## src/rtl/trace_ring_pkg.sv

```systemverilog
package trace_ring_pkg;

   localparam int REG_AW = 12;

   // register byte offsets (software decodes these)
   localparam logic [REG_AW-1:0] OFF_DEPTH = 12'h004;
   localparam logic [REG_AW-1:0] OFF_STAT  = 12'h00C;
   localparam logic [REG_AW-1:0] OFF_RDATA = 12'h010;
   localparam logic [REG_AW-1:0] OFF_RPTR  = 12'h014;
   localparam logic [REG_AW-1:0] OFF_WPTR  = 12'h018;
   localparam logic [REG_AW-1:0] OFF_TCNT  = 12'h01C;
   localparam logic [REG_AW-1:0] OFF_CTRL  = 12'h020;
   localparam logic [REG_AW-1:0] OFF_MODE  = 12'h028;
   localparam logic [REG_AW-1:0] OFF_FSTAT = 12'h300;
   localparam logic [REG_AW-1:0] OFF_FCTRL = 12'h304;

   // flush control bit positions
   localparam int FC_FLUSH  = 6;
   localparam int FC_TRIG   = 8;
   localparam int FC_STOPFL = 12;

   typedef enum logic [1:0] {
      MODE_RING   = 2'd0,
      MODE_SWFIFO = 2'd1,
      MODE_HWFIFO = 2'd2
   } cap_mode_e;

endpackage

```

## src/rtl/trace_ring_mem.sv

```systemverilog
module trace_ring_mem #(
   parameter int DEPTH = 16,
   parameter int DW    = 32,
   parameter int PW    = $clog2(DEPTH)
) (
   input  logic          clk,
   input  logic          we,
   input  logic [PW-1:0] waddr,
   input  logic [DW-1:0] wdata,
   input  logic [PW-1:0] raddr,
   output logic [DW-1:0] rdata
);

   logic [DW-1:0] store [DEPTH];

   always_ff @(posedge clk) begin
      if (we) store[waddr] <= wdata;
   end

   assign rdata = store[raddr];

endmodule

```

## src/rtl/trace_ring_ptr.sv

```systemverilog
module trace_ring_ptr #(
   parameter int DEPTH = 16,
   parameter int PW    = $clog2(DEPTH)
) (
   input  logic          clk,
   input  logic          rst_n,
   input  logic          load,
   input  logic [PW-1:0] load_val,
   input  logic          inc,
   output logic [PW-1:0] ptr,
   output logic [PW-1:0] nxt,
   output logic          wrap
);

   localparam logic [PW-1:0] LAST = PW'(DEPTH - 1);
   logic [PW-1:0] step;

   generate
      if ((DEPTH & (DEPTH - 1)) == 0) begin : g_pow2
         // natural overflow wraps at DEPTH
         assign step = ptr + 1'b1;
      end else begin : g_cmp
         assign step = (ptr == LAST) ? '0 : ptr + 1'b1;
      end
   endgenerate

   assign nxt  = load ? load_val : (inc ? step : ptr);
   assign wrap = inc && !load && (ptr == LAST);

   always_ff @(posedge clk or negedge rst_n) begin
      if (!rst_n) ptr <= '0;
      else        ptr <= nxt;
   end

endmodule

```

## src/rtl/trace_ring_sink.sv

```systemverilog
module trace_ring_sink
   import trace_ring_pkg::*;
#(
   parameter int DEPTH = 16,
   parameter int TCW   = 16
) (
   input  logic              clk,
   input  logic              rst_n,
   input  logic              reg_wr,
   input  logic              reg_rd,
   input  logic [REG_AW-1:0] reg_addr,
   input  logic [31:0]       reg_wdata,
   output logic [31:0]       reg_rdata,
   input  logic              tr_valid,
   input  logic [31:0]       tr_data,
   output logic              tr_ready,
   input  logic              trig_in
);

   localparam int PW = $clog2(DEPTH);
   localparam int CW = $clog2(DEPTH + 1);

   generate
      if (DEPTH < 2) begin : g_bad_depth
         $error("trace_ring_sink: DEPTH must be at least 2");
      end
      if (TCW < 1 || TCW > 32) begin : g_bad_tcw
         $error("trace_ring_sink: TCW must be 1..32");
      end
   endgenerate

   // architectural state
   logic            en, stopped, wrapped, triggered, flush_pend;
   logic            trig_en, stop_fl;
   cap_mode_e       mode;
   logic [TCW-1:0]  tcnt, tleft;
   logic [CW-1:0]   rd_left;

   logic [PW-1:0]   wptr, wptr_nx, rptr, rptr_nx;
   logic            wrap_pulse, rwrap_unused;
   logic [31:0]     mem_q;

   // decode and control
   logic wr_ctrl, wr_mode, wr_tcnt, wr_fctrl, wr_wptr, wr_rptr;
   logic en_rise, en_fall, capturing, count_done, acc, halt;
   logic readable, have_data, rd_pop, trig_start, wrap_nx, idle;
   logic wdata_unused;

   assign wr_ctrl  = reg_wr && (reg_addr == OFF_CTRL);
   assign wr_mode  = reg_wr && (reg_addr == OFF_MODE);
   assign wr_tcnt  = reg_wr && (reg_addr == OFF_TCNT);
   assign wr_fctrl = reg_wr && (reg_addr == OFF_FCTRL);
   assign wr_wptr  = reg_wr && (reg_addr == OFF_WPTR);
   assign wr_rptr  = reg_wr && (reg_addr == OFF_RPTR);

   assign en_rise    = wr_ctrl && reg_wdata[0] && !en;
   assign en_fall    = wr_ctrl && !reg_wdata[0] && en;
   assign capturing  = en && !stopped && (mode == MODE_RING);
   assign count_done = triggered && (tleft == '0);
   assign tr_ready   = capturing && !count_done;
   assign acc        = tr_valid && tr_ready;
   assign halt       = en && !stopped && (count_done || en_fall);
   assign readable   = stopped || !en;
   assign have_data  = readable && (rd_left != '0);
   assign rd_pop     = reg_rd && (reg_addr == OFF_RDATA) && have_data;
   assign trig_start = tr_ready && !triggered &&
                       ((trig_in && trig_en) || (flush_pend && stop_fl));
   assign wrap_nx    = wrapped || wrap_pulse;
   assign idle       = readable && !flush_pend;
   assign wdata_unused = ^reg_wdata;

   trace_ring_ptr #(.DEPTH(DEPTH), .PW(PW)) u_wptr (
      .clk      (clk),
      .rst_n    (rst_n),
      .load     (en_rise || (wr_wptr && !en)),
      .load_val (en_rise ? '0 : reg_wdata[PW-1:0]),
      .inc      (acc),
      .ptr      (wptr),
      .nxt      (wptr_nx),
      .wrap     (wrap_pulse)
   );

   logic [PW-1:0] rload_val;
   always_comb begin
      if (en_rise)  rload_val = '0;
      else if (halt) rload_val = wrap_nx ? wptr_nx : '0;
      else          rload_val = reg_wdata[PW-1:0];
   end

   trace_ring_ptr #(.DEPTH(DEPTH), .PW(PW)) u_rptr (
      .clk      (clk),
      .rst_n    (rst_n),
      .load     (en_rise || halt || (wr_rptr && !en)),
      .load_val (rload_val),
      .inc      (rd_pop),
      .ptr      (rptr),
      .nxt      (rptr_nx),
      .wrap     (rwrap_unused)
   );

   trace_ring_mem #(.DEPTH(DEPTH), .DW(32), .PW(PW)) u_mem (
      .clk   (clk),
      .we    (acc),
      .waddr (wptr),
      .wdata (tr_data),
      .raddr (rptr),
      .rdata (mem_q)
   );

   always_ff @(posedge clk or negedge rst_n) begin
      if (!rst_n) begin
         en         <= 1'b0;
         mode       <= MODE_RING;
         tcnt       <= '0;
         trig_en    <= 1'b0;
         stop_fl    <= 1'b0;
         flush_pend <= 1'b0;
         stopped    <= 1'b0;
         wrapped    <= 1'b0;
         triggered  <= 1'b0;
         tleft      <= '0;
         rd_left    <= '0;
      end else begin
         if (wr_ctrl) en   <= reg_wdata[0];
         if (wr_mode) mode <= cap_mode_e'(reg_wdata[1:0]);
         if (wr_tcnt) tcnt <= reg_wdata[TCW-1:0];
         if (wr_fctrl) begin
            trig_en <= reg_wdata[FC_TRIG];
            stop_fl <= reg_wdata[FC_STOPFL];
         end
         if (wr_fctrl && reg_wdata[FC_FLUSH]) flush_pend <= 1'b1;
         else if (flush_pend)                 flush_pend <= 1'b0;

         if (en_rise) begin
            stopped   <= 1'b0;
            wrapped   <= 1'b0;
            triggered <= 1'b0;
            tleft     <= '0;
            rd_left   <= '0;
         end else begin
            if (wrap_pulse) wrapped <= 1'b1;
            if (halt) begin
               stopped <= 1'b1;
               rd_left <= wrap_nx ? CW'(DEPTH) : CW'(wptr_nx);
            end else if (rd_pop) begin
               rd_left <= rd_left - 1'b1;
            end
            if (trig_start) begin
               triggered <= 1'b1;
               tleft     <= tcnt;
            end else if (acc && triggered && (tleft != '0)) begin
               tleft <= tleft - 1'b1;
            end
         end
      end
   end

   // register read mux
   always_comb begin
      reg_rdata = '0;
      case (reg_addr)
         OFF_DEPTH: reg_rdata = 32'(DEPTH);
         OFF_STAT:  reg_rdata = {29'b0, idle, triggered, wrapped};
         OFF_RDATA: reg_rdata = have_data ? mem_q : '1;
         OFF_RPTR:  reg_rdata = 32'(rptr);
         OFF_WPTR:  reg_rdata = 32'(wptr);
         OFF_TCNT:  reg_rdata = 32'(tcnt);
         OFF_CTRL:  reg_rdata = {31'b0, en};
         OFF_MODE:  reg_rdata = {30'b0, mode};
         OFF_FSTAT: reg_rdata = {30'b0, stopped, flush_pend};
         OFF_FCTRL: begin
            reg_rdata[FC_FLUSH]  = flush_pend;
            reg_rdata[FC_TRIG]   = trig_en;
            reg_rdata[FC_STOPFL] = stop_fl;
         end
         default:   reg_rdata = '0;
      endcase
   end

   // the wrap flag is sticky while capture stays enabled
   assert_wrap_sticky_R3: assert property (@(posedge clk) disable iff (!rst_n)
      (wrapped && en) |=> wrapped);

   // a stop persists until a fresh enable, which needs a disable first
   assert_stop_holds_R4: assert property (@(posedge clk) disable iff (!rst_n)
      (stopped && en) |=> (stopped && !tr_ready));

   // a pending flush completes in one cycle unless re-requested
   assert_flush_clears_R5: assert property (@(posedge clk) disable iff (!rst_n)
      (flush_pend && !(wr_fctrl && reg_wdata[FC_FLUSH])) |=> !flush_pend);

   // entering the stopped state leaves readout at the oldest word
   assert_halt_load_R7: assert property (@(posedge clk) disable iff (!rst_n)
      $rose(stopped) |-> (rptr == (wrapped ? wptr : '0)));

   // the readout count never exceeds ring capacity
   assert_readout_bound_R8: assert property (@(posedge clk) disable iff (!rst_n)
      rd_left <= CW'(DEPTH));

   // with capture enabled the write pointer moves only on accepted words
   assert_wptr_locked_R9: assert property (@(posedge clk) disable iff (!rst_n)
      (en && !acc) |=> $stable(wptr));

endmodule

```

## config.mk

```make
export PLATFORM = sky130hd
export DESIGN_NAME = trace_ring_sink
export DESIGN_NICKNAME = d
export VERILOG_FILES = /design/src/rtl/trace_ring_pkg.sv /design/src/rtl/trace_ring_mem.sv /design/src/rtl/trace_ring_ptr.sv /design/src/rtl/trace_ring_sink.sv
export SDC_FILE = /design/constraint.sdc
export NUM_CORES = 1
export LEC_CHECK = 0
export BUFFER_PORTS_ARGS = -buffer_cell sky130_fd_sc_hd__buf_2
export CAP_MARGIN = 20
export CORE_UTILIZATION = 47
export DETAILED_ROUTE_END_ITERATION = 10
export GPL_ROUTABILITY_DRIVEN = 0
export PLACE_DENSITY = 0.71
export SYNTH_ARGS = -nofsm -noshare
export SYNTH_HDL_FRONTEND = slang
export SYNTH_SLANG_ARGS = --single-unit
```

## constraint.sdc

```tcl
create_clock -name clk -period 2.7 [get_ports clk]
set_input_delay 0.135 -clock clk [delete_from_list [all_inputs] [get_ports clk]]
set_output_delay 0.135 -clock clk [all_outputs]
set_load 0.005 [all_outputs]
```

== After elaboration in Yosys (flattened, before gate mapping) ==
Memories as Yosys holds them, arrays and structs flattened.
Index checks and enable logic that the tools add are counted.

* Word-level logic and storage cells: 116
* Memories kept: 1
* Memory bits (writable): 512
* Input bits: 82
* Bits in registers: 54
* Output and inout bits: 33

{| class="wikitable"
|+ Memories
! memory !! depth !! bits a word !! rd ports !! clocked after memory_dff !! wr ports !! RTL line !! text
|-
| u_mem.store || 16 || 32 || 1 || 0 || 1 || trace_ring_mem.sv:14 || <nowiki>logic [DW-1:0] store [DEPTH];</nowiki>
|}

* Reduce and logical (&&, ||, !) cells: 55
* Equality and inequality tests: 11
* Mux-type cells: 32
* Add/sub/neg operators: 4

{| class="wikitable"
|+ Operators with widths
! cell !! number
|-
| case mux 6 bit (9 select lines) || 1
|-
| equality test 12 x 5 -> 1 bit, second input constant || 4
|-
| 2-to-1 mux 16 bit || 3
|-
| case mux 19 bit (2 select lines) || 1
|-
| 2-to-1 mux 32 bit || 1
|-
| 2-to-1 mux 4 bit || 8
|-
| logical AND 1 bit || 31
|-
| equality test 12 x 10 -> 1 bit, second input constant || 2
|-
| equality test 12 x 6 -> 1 bit, second input constant || 2
|-
| 2-to-1 mux 5 bit || 4
|-
| zero test 16 bit || 1
|-
| nonzero test 16 bit || 1
|-
| subtractor 16 x 1 -> 16 bit, second input constant || 1
|-
| equality test 12 x 3 -> 1 bit, second input constant || 1
|-
| equality test 12 x 4 -> 1 bit, second input constant || 1
|-
| 2-to-1 mux 1 bit || 9
|-
| case mux 1 bit (3 select lines) || 3
|-
| adder 4 x 1 -> 4 bit, second input constant || 2
|-
| nonzero test 2 bit || 4
|-
| zero test 1 bit || 7
|-
| logical OR 1 bit || 7
|-
| case mux 3 bit (2 select lines) || 1
|-
| nonzero test 3 bit || 2
|-
| nonzero test 5 bit || 1
|-
| other kinds (4) || 4
|}

== Depth between registers and ports, before layout ==
* Word-level depth: 13
* Mapped depth: 9
* Gate-level depth less buffers: 8

== Cells and area by module ==
From an unflattened synthesis, not the netlist that was laid out.

* Cell total of the unflattened synthesis: 1,229
* Area, all modules: 22,955.8 µm²

{| class="wikitable"
|+ Modules (own cells, without submodules)
! module !! sequential area each (µm²) !! area each (µm²) !! instances !! cells each
|-
| trace_ring_mem || 15,374.7 || 19,213.4 || 1 || 806
|-
| trace_ring_sink || 1,151.1 || 3,311.9 || 1 || 381
|-
| trace_ring_ptr || 100.1 || 215.2 || 2 || 21
|}

== Worst setup path after synthesis ==
OpenSTA, ideal clock, no wires.

* Path type: register -> register
* From: register tleft[0]
* To: memory u_mem.store[10][0] (enable)
* Library setup time: 0.392 ns
* Clock period less this slack: 2.650 ns
* Arrival time: 2.258 ns
* Required time: 2.308 ns
* Path buffers: 1
* Slack: 0.050 ns
* Stages on the path, launching flop included: 9
* Path through: dfrtp_1 inv_1 ha_1 nor4b_1 and4_1 clkbuf_1 nor2_1 and3_1 and2_1

* Longest elaborated chain between the ends: 7

{| class="wikitable"
|+ RTL lines
! item !! RTL line !! text
|-
| from (decl) || trace_ring_sink.sv:36 || <nowiki>logic [TCW-1:0] tcnt, tleft;</nowiki>
|-
| from (signal assigned) || trace_ring_sink.sv:150 || <nowiki>tleft <= tcnt;</nowiki>
|-
| from (signal assigned) || trace_ring_sink.sv:152 || <nowiki>tleft <= tleft - 1'b1;</nowiki>
|-
| zero test 16 bit || trace_ring_sink.sv:59 || <nowiki>assign count_done = triggered && (tleft == '0);</nowiki>
|-
| logical AND 1 bit || trace_ring_sink.sv:59 ||
|-
| zero test 1 bit || trace_ring_sink.sv:60 || <nowiki>assign tr_ready = capturing && !count_done;</nowiki>
|-
| logical AND 1 bit || trace_ring_sink.sv:60 ||
|-
| logical AND 1 bit || trace_ring_sink.sv:61 || <nowiki>assign acc = tr_valid && tr_ready;</nowiki>
|-
| 2-to-1 mux 1 bit || trace_ring_mem.sv:17 || <nowiki>if (we) store[waddr] <= wdata;</nowiki>
|-
| 2-to-1 mux 1 bit (not written as such) || trace_ring_mem.sv:17 ||
|-
| to (decl) || trace_ring_mem.sv:14 ||
|}

Every way passes these cells.

== Worst setup path after layout ==
* From: register u_rptr.ptr[0]
* To: output port reg_rdata[4]

* Longest elaborated chain between the ends: 3

{| class="wikitable"
|+ RTL lines
! item !! RTL line !! text
|-
| from (decl) || trace_ring_ptr.sv:10 || <nowiki>output logic [PW-1:0] ptr,</nowiki>
|-
| from (signal assigned) || trace_ring_ptr.sv:32 || <nowiki>else ptr <= nxt;</nowiki>
|-
| memory (16 x 32 bit) || -- ||
|-
| 2-to-1 mux 32 bit || trace_ring_sink.sv:164 || <nowiki>OFF_RDATA: reg_rdata = have_data ? mem_q : '1;</nowiki>
|-
| case mux 6 bit (9 select lines) || trace_ring_sink.sv:161 || <nowiki>case (reg_addr)</nowiki>
|-
| to (decl) || trace_ring_sink.sv:13 || <nowiki>output logic [31:0] reg_rdata,</nowiki>
|}

Every way passes these cells.

==> results by group <==
Yosys
  • Post-synthesis sequential element count: 566
  • Syn Std Cell Area: approximately 23000 um2
  • Seq/Total Area, Yosys: approximately three quarters
  • FFs w/ async S/R, synth: 9.54%
  • Mean post-synth cell area: 19.7 um2
  • Top_reg_cell synth: edfxtp_1
  • EDFF count, synth: slightly above 500
  • Most area-hungry cell type in the Yosys netlist: edfxtp_1
  • Netlist cell types: 62
  • Synthesis Warnings: 0
  • Yosys top cell area share: 67.2%
  • Syn Inst Count: 1161
  • Synth cell count leaders: edfxtp_1 (512), mux4_2 (153), nor2_1 (64)
  • Post-synthesis net count: approximately 1300
  • Most frequent cell after synthesis: edfxtp_1
  • Top area cells in the synthesized netlist: edfxtp_1 (67%), mux4_2 (15%), dfrtp_1 (5.9%)

STA
  • RSZ-0062 raised after global routing: true
  • Setup Skew: roughly 0.054 ns
  • Final setup fails: 32
  • Slew HR: between 50% and 60%
  • Setup ws final: -0.301 ns
  • Period utilisation layout: 111%
  • Final worst path period need: roughly 3 ns
  • Hold_ws: 0.0434 ns
  • Final hold viol count: 0
  • Max Transition Viols Final: 0
  • Fmax achieved: about 330 MHz
  • Measured slew at the worst slew-check pin: ~0.74 ns

Clock network
  • H-tree lvl count: 2
  • Worst skew pair latency: a little over 0.6 ns
  • Clock Path Buffers: 3
  • CTS tree: done
  • Clk sink count: between 500 and 600
  • Root Buffer: clkbuf_16
  • CTS Buf Count: 54
  • CTS clk-pin slew, worst paths: about 0.06 ns

Global routing
  • Largest net degree at the start of global routing: 57
  • Grt total ovfl: 0
  • Number of global-route vias before repair: 12558
  • First-pass GRT wire length: 79.0 mm
  • Initial antenna violation count: 1
  • Total track usage: a little over a fifth

Pwr
  • Clock group share of total power: between 40% and 50%
  • Psw: approximately 3.5 mW
  • Peak supply drop: slightly below 0.6 mV
  • Pint: around 14 mW
  • Cell Pwr Density: ~630 nW/um2
  • P_leak: 9.32 nW
  • Combinational share of power: 2.5%
  • Switching share of power: approximately a fifth
  • Seq pwr share: 55.0%

Status
  • Failing checks: setup timing
  • Status: finished with violations

Setup path
  • Slowest Stage Delay on Critical Path: between 0.5 and 0.6 ns
  • Slowest-stage cell, CP: mux4_2
  • Delay-heaviest family, CP: multiplexers
  • FF-to-FF End: u_mem.store[14][12]$_DFFE_PP_
  • Worst setup SP type: flip-flop
  • Buf/Inv on CP: 4
  • Crit path capture type: output pin
  • WP data required: 2.57 ns
  • Kind of critical path: flip-flop to output pin
  • Cell breakdown of the critical path: buf_4 -> buf_6 -> buf_4 -> mux4_2 -> mux4_2 -> o21ai_2 -> o31ai_1 -> buf_2
  • Reg2reg setup slack: approximately 0.19 ns
  • Critical R2R Launch: tleft[0]$_DFFE_PN0P_
  • Worst path arrival time: approximately 2.9 ns
  • Crit path max fanout: 4
  • Reg2reg path depth: 8

Hold path
  • Worst hold path class: primary input to flip-flop
  • Hold Path Stages: 5
  • Min-delay src: trig_in
  • Endpoint, Worst Hold: triggered$_DFFE_PN0P_

Place
  • Placed Instance Area: roughly 25000 um2
  • Pre-CTS WS: 0.117 ns
  • Port bufs: 98
  • Placed insts: ~1900
  • Detailed Place HPWL: between 20 and 30 mm

Layout
  • Final #Nets: 1491
  • Layout fillers: 3463
  • Share of cells above drive strength 1: between 30% and 40%
  • Finished Layout Cells: between 2000 and 2500
  • Layout area overhead: 20.6%
  • Finished Cell Area: around 28000 um2

Detailed routing
  • Wirelength, routed: 53.2 mm
  • # DRC: 0
  • Vias: around 12000
  • DR iter-0 viols: about 1400
  • Routed WL per cell: 25.8 um
  • Detailed Routing Iterations Pass 1: 5
  • Post-route antenna net violation count: 0
  • Vias per cell: about 5.9

Floorplan
  • Die area: between 40000 and 50000 um2
  • Initial core utilization: a little under half
  • Die X: approximately 220 um
  • Num ports: ~120
  • Die height: ~220 um
  • Core area: about 48000 um2
  • # rows: 80

Job
  • Maxcap violations: 0
## cell usage in the layout, fill, tap and decap left out, drive strengths merged, types with 19 or more instances in the layout
| master | n |
|---|---|
| nand2 | 56 |
| dfrtp | 54 |
| mux2 | 23 |
| dlygate4sd3 | 52 |
| clkbuf | 71 |
| mux4 | 153 |
| nor2 | 64 |
| o21ai | 24 |
| buf | 187 |
| mux2i | 19 |
| clkinv | 21 |
| edfxtp | 512 |
## logic make-up (layout without fill, tap and decap cells)
logic type | after synthesis | after routing | share of synthesized area [%]
AOI/OAI and AO/OA | 82 | 82 | 2.38
xor gates and xnor gates | 16 | 16 | 0.612
adders and majority gates | 8 | 8 | 0.437
buffers and inverters | 70 | 352 | 1.25
DFF | 566 | 566 | 73.1
muxes | 195 | 195 | 17.0
other | 0 | 1 | 0
and+or+nand+nor | 224 | 224 | 5.24
## sequential cells by signal (all words and copies together), names as in the netlist
signal	count
u_rptr.ptr	4
stopped	1
en	1
flush_pend	1
triggered	1
stop_fl	1
tleft	16
rd_left	5
wrapped	1
u_mem.store	512
u_wptr.ptr	4
mode	2
trig_en	1
tcnt	16
## power groups by stage
stage          Sequential, mW  Clock [mW]  Combinational [mW]
2_1_floorplan            9.75           0               0.131
3_3_place_gp             9.75           0               0.328
3_5_place_dp             9.75           0               0.343
4_1_cts                  9.56        7.52               0.423
5_1_grt                  9.56        7.82               0.465
6_report                 9.56        7.40               0.430
## what timing repair did
item / 4_1_cts / 5_1_grt
resized for setup: 43 / 26
cloned: 3 / 2
buffers inserted: 13 / 6
endpoints found under the setup margin: 32 / 162
pin swaps: 3 / 10
hold buffers: 52 / 0
endpoints found under the hold margin: 566 / 0
## worst reg2reg max path, stage by stage (launching register included)
cell and delay, ns:
dfrtp_1 0.37, inv_1 0.09, ha_1 0.20, nor4b_2 0.17, and4_1 0.28, buf_4 0.17
nor3_1 0.30, and3_2 0.26, buf_12 0.28
## routing by layer
layer  GRT usage [%]  wire length, um
met5               0               13
met4            6.50             1180
met3            3.45             3470
met2            34.9            25900
met1            30.8            22700
## worst max-delay path by stage
stage,depth (start not counted),from,to
finish,8,u_rptr.ptr[0]$_DFFE_PN0P_,reg_rdata[4]
global route,9,u_rptr.ptr[0]$_DFFE_PN0P_,reg_rdata[15]
CTS,8,u_rptr.ptr[0]$_DFFE_PN0P_,reg_rdata[16]
detailed placement,7,u_rptr.ptr[0]$_DFFE_PN0P_,reg_rdata[2]
global placement,7,u_rptr.ptr[0]$_DFFE_PN0P_,reg_rdata[2]
floorplan,8,tleft[0]$_DFFE_PN0P_,u_mem.store[10][0]$_DFFE_PP_
## stage by stage
stage	total power [mW]	setup TNS, ns	util [%]
6_report	17.4	-6.56	57.7
5_1_grt	17.8	-8.86	57.7
4_1_cts	17.5	-7.22	57.3
3_5_place_dp	10.1	0	51.9
3_3_place_gp	10.1	0	51.9
2_1_floorplan	9.88	0	-
## final cells by class
class	instances	area, um2	area share [%]
Inverter	13	48.8	0.177
Multi-Input combinational cell	525	6020	21.8
Clock buffer	69	1410	5.10
Clock inverter	29	322	1.17
Sequential cell	566	16700	60.6
Timing Repair Buffer	241	2290	8.31
Antenna cell	1	2.50	0.00907
Tap cell	615	769	2.79
(Power assumes the default switching activity.)
